--- config.mk ---
export PLATFORM = sky130hd
export DESIGN_NAME = codec_frame_timer
export DESIGN_NICKNAME = d
export VERILOG_FILES = /design/src/rtl/cft_pkg.sv /design/src/rtl/cft_ctrl_reg.sv /design/src/rtl/cft_prescaler.sv /design/src/rtl/cft_rate_counter.sv /design/src/rtl/codec_frame_timer.sv
export SDC_FILE = /design/constraint.sdc
export NUM_CORES = 1
export LEC_CHECK = 0
export BUFFER_PORTS_ARGS = -buffer_cell sky130_fd_sc_hd__buf_2
export CAP_MARGIN = 40
export CORE_MARGIN = 10
export CORE_UTILIZATION = 30
export CTS_CLUSTER_DIAMETER = 120
export DETAILED_ROUTE_END_ITERATION = 16
export PLACE_DENSITY = 0.49
export SYNTH_ARGS = -nofsm -noshare
export SYNTH_HDL_FRONTEND = slang
export SYNTH_SLANG_ARGS = --single-unit
--- constraint.sdc ---
create_clock -name clk -period 3 [get_ports clk]
set_input_delay 0.6 -clock clk [delete_from_list [all_inputs] [get_ports clk]]
set_output_delay 0.6 -clock clk [all_outputs]
set_load 0.005 [all_outputs]
--- src/rtl/cft_pkg.sv ---
package cft_pkg;
    localparam int REG_W    = 32;
    localparam int DIV_W    = 7;
    localparam int SHIFT    = 5;
    localparam int PRE_W    = 2;
    localparam int CNT_W    = DIV_W + SHIFT;

    localparam int AUD_LSB  = 0;
    localparam int TEL_LSB  = 8;
    localparam int SEL_BIT  = 16;
    localparam int PRE_LSB  = 17;
    localparam int LOOP_BIT = 19;
    localparam int EN_BIT   = 20;

    typedef struct packed {
        logic             enable;
        logic             loopback;
        logic [PRE_W-1:0] pre;
        logic             ext_sel;
        logic [DIV_W-1:0] tel_div;
        logic [DIV_W-1:0] aud_div;
    } ctrl_t;

    function automatic ctrl_t ctrl_unpack(input logic [REG_W-1:0] w);
        ctrl_t c;
        c.aud_div  = w[AUD_LSB +: DIV_W];
        c.tel_div  = w[TEL_LSB +: DIV_W];
        c.ext_sel  = w[SEL_BIT];
        c.pre      = w[PRE_LSB +: PRE_W];
        c.loopback = w[LOOP_BIT];
        c.enable   = w[EN_BIT];
        return c;
    endfunction

    function automatic logic [REG_W-1:0] ctrl_pack(input ctrl_t c);
        logic [REG_W-1:0] w;
        w = '0;
        w[AUD_LSB +: DIV_W] = c.aud_div;
        w[TEL_LSB +: DIV_W] = c.tel_div;
        w[SEL_BIT]          = c.ext_sel;
        w[PRE_LSB +: PRE_W] = c.pre;
        w[LOOP_BIT]         = c.loopback;
        w[EN_BIT]           = c.enable;
        return w;
    endfunction

    localparam logic [REG_W-1:0] LIVE_MASK = ctrl_pack('1);
endpackage

--- src/rtl/cft_ctrl_reg.sv ---
module cft_ctrl_reg
    import cft_pkg::*;
(
    input  logic             clk,
    input  logic             rst_n,
    input  logic             wr_en,
    input  logic [REG_W-1:0] wr_data,
    output ctrl_t            ctrl,
    output logic [REG_W-1:0] rd_data
);
    ctrl_t ctrl_d, ctrl_q;

    always_comb begin
        ctrl_d = ctrl_q;
        if (wr_en) begin
            ctrl_d = ctrl_unpack(wr_data);
        end
    end

    always_ff @(posedge clk or negedge rst_n) begin
        if (!rst_n) begin
            ctrl_q <= '0;
        end else begin
            ctrl_q <= ctrl_d;
        end
    end

    assign ctrl    = ctrl_q;
    assign rd_data = ctrl_pack(ctrl_q);
endmodule

--- src/rtl/cft_prescaler.sv ---
module cft_prescaler
    import cft_pkg::*;
#(
    parameter int SYNC_N = 2
) (
    input  logic             clk,
    input  logic             rst_n,
    input  logic             run,
    input  logic             ext_sel,
    input  logic [PRE_W-1:0] pre_code,
    input  logic             ext_clk,
    output logic             tick
);
    typedef struct packed {
        logic [SYNC_N-1:0] sync;
        logic              prev;
        logic [PRE_W-1:0]  pcnt;
    } pre_st_t;

    pre_st_t st_d, st_q;
    logic    rise;
    logic    wrap;

    always_comb begin
        st_d      = st_q;
        st_d.sync = {st_q.sync[SYNC_N-2:0], ext_clk};
        st_d.prev = st_q.sync[SYNC_N-1];
        rise      = st_q.sync[SYNC_N-1] & ~st_q.prev;
        wrap      = (st_q.pcnt >= pre_code);
        tick      = 1'b0;
        if (!run) begin
            st_d.pcnt = '0;
        end else if (!ext_sel) begin
            tick = 1'b1;
        end else if (rise) begin
            if (wrap) begin
                st_d.pcnt = '0;
                tick      = 1'b1;
            end else begin
                st_d.pcnt = st_q.pcnt + PRE_W'(1);
            end
        end
    end

    always_ff @(posedge clk or negedge rst_n) begin
        if (!rst_n) begin
            st_q <= '0;
        end else begin
            st_q <= st_d;
        end
    end
endmodule

--- src/rtl/cft_rate_counter.sv ---
module cft_rate_counter
    import cft_pkg::*;
#(
    parameter int MIN_DIV = 6
) (
    input  logic             clk,
    input  logic             rst_n,
    input  logic             run,
    input  logic             tick,
    input  logic [DIV_W-1:0] div,
    output logic             strobe
);
    localparam logic [DIV_W-1:0] MIN_V = DIV_W'(MIN_DIV);

    typedef struct packed {
        logic [CNT_W-1:0] cnt;
        logic             stb;
    } cnt_st_t;

    cnt_st_t          st_d, st_q;
    logic [DIV_W-1:0] div_eff;
    logic [CNT_W-1:0] term;

    always_comb begin
        div_eff  = (div < MIN_V) ? MIN_V : div;
        term     = {div_eff, {SHIFT{1'b0}}} - CNT_W'(1);
        st_d     = st_q;
        st_d.stb = 1'b0;
        if (!run) begin
            st_d.cnt = '0;
        end else if (tick) begin
            if (st_q.cnt >= term) begin
                st_d.cnt = '0;
                st_d.stb = 1'b1;
            end else begin
                st_d.cnt = st_q.cnt + CNT_W'(1);
            end
        end
    end

    always_ff @(posedge clk or negedge rst_n) begin
        if (!rst_n) begin
            st_q <= '0;
        end else begin
            st_q <= st_d;
        end
    end

    assign strobe = st_q.stb;
endmodule

--- src/rtl/codec_frame_timer.sv ---
module codec_frame_timer
    import cft_pkg::*;
#(
    parameter int AUD_MIN = 6,
    parameter int TEL_MIN = 16,
    parameter int SYNC_N  = 2
) (
    input  logic        clk,
    input  logic        rst_n,
    input  logic        ext_clk_in,
    input  logic        reg_wr_en,
    input  logic [31:0] reg_wr_data,
    output logic [31:0] reg_rd_data,
    output logic        audio_req,
    output logic        telecom_req,
    output logic        loopback_en
);
    localparam int N_CH = 2;

    ctrl_t            ctrl;
    logic             tick;
    logic [N_CH-1:0]  req;
    logic [DIV_W-1:0] ch_div [N_CH];

    cft_ctrl_reg u_reg (
        .clk     (clk),
        .rst_n   (rst_n),
        .wr_en   (reg_wr_en),
        .wr_data (reg_wr_data),
        .ctrl    (ctrl),
        .rd_data (reg_rd_data)
    );

    cft_prescaler #(.SYNC_N(SYNC_N)) u_pre (
        .clk      (clk),
        .rst_n    (rst_n),
        .run      (ctrl.enable),
        .ext_sel  (ctrl.ext_sel),
        .pre_code (ctrl.pre),
        .ext_clk  (ext_clk_in),
        .tick     (tick)
    );

    assign ch_div[0] = ctrl.aud_div;
    assign ch_div[1] = ctrl.tel_div;

    for (genvar ch = 0; ch < N_CH; ch++) begin : g_ch
        localparam int CH_MIN = (ch == 0) ? AUD_MIN : TEL_MIN;
        cft_rate_counter #(.MIN_DIV(CH_MIN)) u_cnt (
            .clk    (clk),
            .rst_n  (rst_n),
            .run    (ctrl.enable),
            .tick   (tick),
            .div    (ch_div[ch]),
            .strobe (req[ch])
        );
    end

    assign audio_req   = req[0];
    assign telecom_req = req[1];
    assign loopback_en = ctrl.loopback;
endmodule

==> results.py <==
metrics = {
    "outcome": {
        "violations": "setup timing",
        "status": "finished with violations",
    },
    "sta": {
        "setup_viol": 3,
        "rsz0062_at_grt": "yes",
        "finalClockSkew_ns": 0.0107,
        "fin_ws_ns": -0.0690,
        "maxSlewHeadroom_pct": 54.4,
        "fin_crit_sh_pct": 102,
        "report.final.slew_viol_count": 0,
        "hold_viol_final": 0,
        "worstMarginPinSlew_ns": 0.684,
        "period_minus_slack_ns": 3.07,
        "max_freq_mhz": 326,
    },
    "logic_synthesis": {
        "synth_ff_type": "dfrtp_1",
        "synth.avg_cell_area_sq_um": 9.67,
        "yosysWarnings": 0,
        "yosysTopAreaCell": "dfrtp_1",
        "synth_top_area_share_pct": 41.2,
        "ys_types": 49,
        "netlist_instances": 314,
        "synth-seq-cells": 50,
        "synthTopCellsByArea": "dfrtp_1 (41%), ha_1 (8.2%), mux2_2 (6.3%)",
        "synth-async-reset-ratio_pct": 100,
        "synth-seq-area-share_pct": 41.2,
        "yosysMostFrequentCell": "dfrtp_1",
        "synth_area_sq_mm": 0.00304,
        "synth_edf_count": 0,
        "synth_common_cells": "dfrtp_1 (50), nand2_1 (33), nand3_1 (29)",
    },
    "setup_path": {
        "critPathMaxStageDelay_ns": 0.43,
        "reg2reg_to": "g_ch[0].u_cnt.st_q[4]",
        "path_class": "flip-flop to flip-flop",
        "rrSetupSlack_ns": -0.07,
        "cp-endpoint": "g_ch[0].u_cnt.st_q[4]",
        "crit_required_ns": 3.23,
        "cp_common_cell": "buf_4",
        "worst-path-stages": 14,
        "critPathMaxFanout": 6,
        "startpoint_type": "flip-flop",
        "crit_path_start": "u_reg.ctrl[4]",
        "cp_num_buf_inv": 3,
        "crit_path_end_kind": "flip-flop",
        "reg2regPathDepth": 14,
        "crit_path_top_delay_cell": "dfrtp_2",
        "cp.arrival_ns": 3.30,
        "timing.rr.start": "u_reg.ctrl[4]",
        "path_cells": "nor4_4, buf_4, buf_4, nor2_2, ha_4, nand3b_1, xor2_1, ha_1, and3_4, a221oi_4, o211ai_1, buf_4, or3_4, a31oi_1",
        "crit_family": "simple AND/OR/NAND/NOR gates",
    },
    "pwr": {
        "power_leakage_uw": 0.00176,
        "powerDensity_mw_per_mm2": 404,
        "power.total_uw": 1620,
        "ir_worst_vdd_v": 0.000216,
    },
    "placed_design": {
        "gp_congestion": 0.756,
        "numPortBuffers": 44,
        "placedCellCount": 501,
        "post_dp_cell_area_sq_mm": 0.00354,
        "detailed_place_hpwl_um": 5380,
        "dp_slack_ns": -0.150,
    },
    "finish": {
        "final_area_sq_mm": 0.00400,
        "diodes": 0,
        "syn2layout_area_growth_pct": 31.6,
        "nNetsFinal": 447,
        "final_cells": 524,
        "drive_gt1_share_pct": 37.6,
    },
    "detailed_routing": {
        "viasPerCell": 5.00,
        "drt_iter0_drc": 111,
        "drc": 0,
        "ant_nets": 0,
        "drt-pass1-iter-count": 4,
        "routed_wl_um": 7510,
        "vias": 2618,
        "routedWlPerCell_um": 14.3,
    },
    "global_routing": {
        "grt_use_total_pct": 10.3,
        "grt_pass1_wl_um": 12700,
        "overflow": 0,
        "antenna_found_initial": 0,
        "grt_pass1_vias": 2646,
        "grt_max_degree": 47,
    },
    "die": {
        "die_area_sq_mm": 0.0145,
        "ioPinCount": 71,
        "die_h_um": 121,
        "fp.dieW_um": 121,
        "start_util_pct": 30.9,
        "fp-row-count": 36,
        "coreArea_sq_mm": 0.00982,
    },
    "clock_tree": {
        "h-tree-depth": 2,
        "numCtsBuffers": 5,
        "cts.sinks": 50,
        "cts_tree": "yes",
        "clk_pin_slew_ns": 0.10,
        "clk-insertion-delay-late_ns": 0.31,
        "cts-root-buf": "clkbuf_8",
        "cts_max_path_buffers": 2,
        "cts_hold_buf": 0,
    },
    "hold_path": {
        "holdCritPathClass": "primary input to async pin",
    },
    "run": {
        "cap_viol_max_count": 0,
    },
}
-- kinds of logic after synthesis --
| logic type | Yosys count | share of synthesized area [%] |
|---|---|---|
| DFF | 50 | 41.2 |
| xor gates and xnor gates | 6 | 1.73 |
| buffers and inverters | 32 | 5.97 |
| muxes | 20 | 7.33 |
| and+or+nand+nor | 130 | 21.9 |
| other | 1 | 0.123 |
| adders and majority gates | 20 | 8.24 |
| AOI/OAI and AO/OA | 55 | 13.5 |
-- worst min path at each step --
stage                             start                endpoint  slack, ns  cells after the start
after global routing              rst_n          u_reg.ctrl[10]       0.09                      1
after floorplan                   rst_n  g_ch[0].u_cnt.st_q[10]       0.30                      0
final                             rst_n           u_reg.ctrl[8]       0.09                      1
after detailed placement  u_pre.st_d[4]           u_pre.st_d[2]       0.34                      0
after global placement    u_pre.st_d[4]           u_pre.st_d[2]       0.34                      0
after CTS                         rst_n           u_reg.ctrl[9]       0.09                      1
-- timing repair --
item / in CTS / in global routing
endpoints found under the setup margin: 13 / 22
resized for setup: 5 / 40
pin swaps: 11 / 34
buffers inserted: 11 / 8
-- metal layers --
metal	global-route usage, %	part of all wire (%)
met1	11.9	45
met2	17.9	49
met3	3.12	5.5
met4	2.94	0.91
met5	0	0
-- final cells by class --
cell class                 count  area [sq um]
clock inverter                 1          30.0
inverter                       5          18.8
timing repair buffer          85           571
tap                          133           166
multi-input combinational    244          1880
fill                        1007          5820
sequential                    50          1250
clock buffer                   6          82.6
-- cells in the final DEF (no fill, tap or decap), types with 5 or more instances in the layout --
master,count
nor2_1,14
clkbuf_8,6
nand2_1,30
o211ai_1,6
a21oi_1,6
dfrtp_1,49
mux2_2,17
inv_1,5
buf_6,6
buf_4,33
a31oi_1,7
nand3_1,28
or3_1,6
conb_1,13
buf_2,44
ha_1,17
o21a_1,6
nand4_1,5
-- state kept, by name, indices dropped and copies added, names as in the netlist --
name and count:
u_pre.st_q 3, g_ch.u_cnt.st_q 24, u_pre.st_d 2, g_ch.u_cnt.strobe 2, u_reg.ctrl 19
-- power breakdown --
part | internal [uW] | switching, uW | total [uW]
clock network | 267 | 227 | 494
registers | 708 | 42.0 | 750
logic | 188 | 184 | 372
-- through the flow --
stage	util [%]	hold slack (ns)	setup TNS [ns]
finish	40.7	0.0899	-0.0821
detailed placement	36.0	0.340	-0.614
global route	40.7	0.0871	-1.79
CTS	38.3	0.0876	-0.421
floorplan	-	0.304	0
global placement	36.0	0.338	-0.149
(Power assumes the default switching activity.)
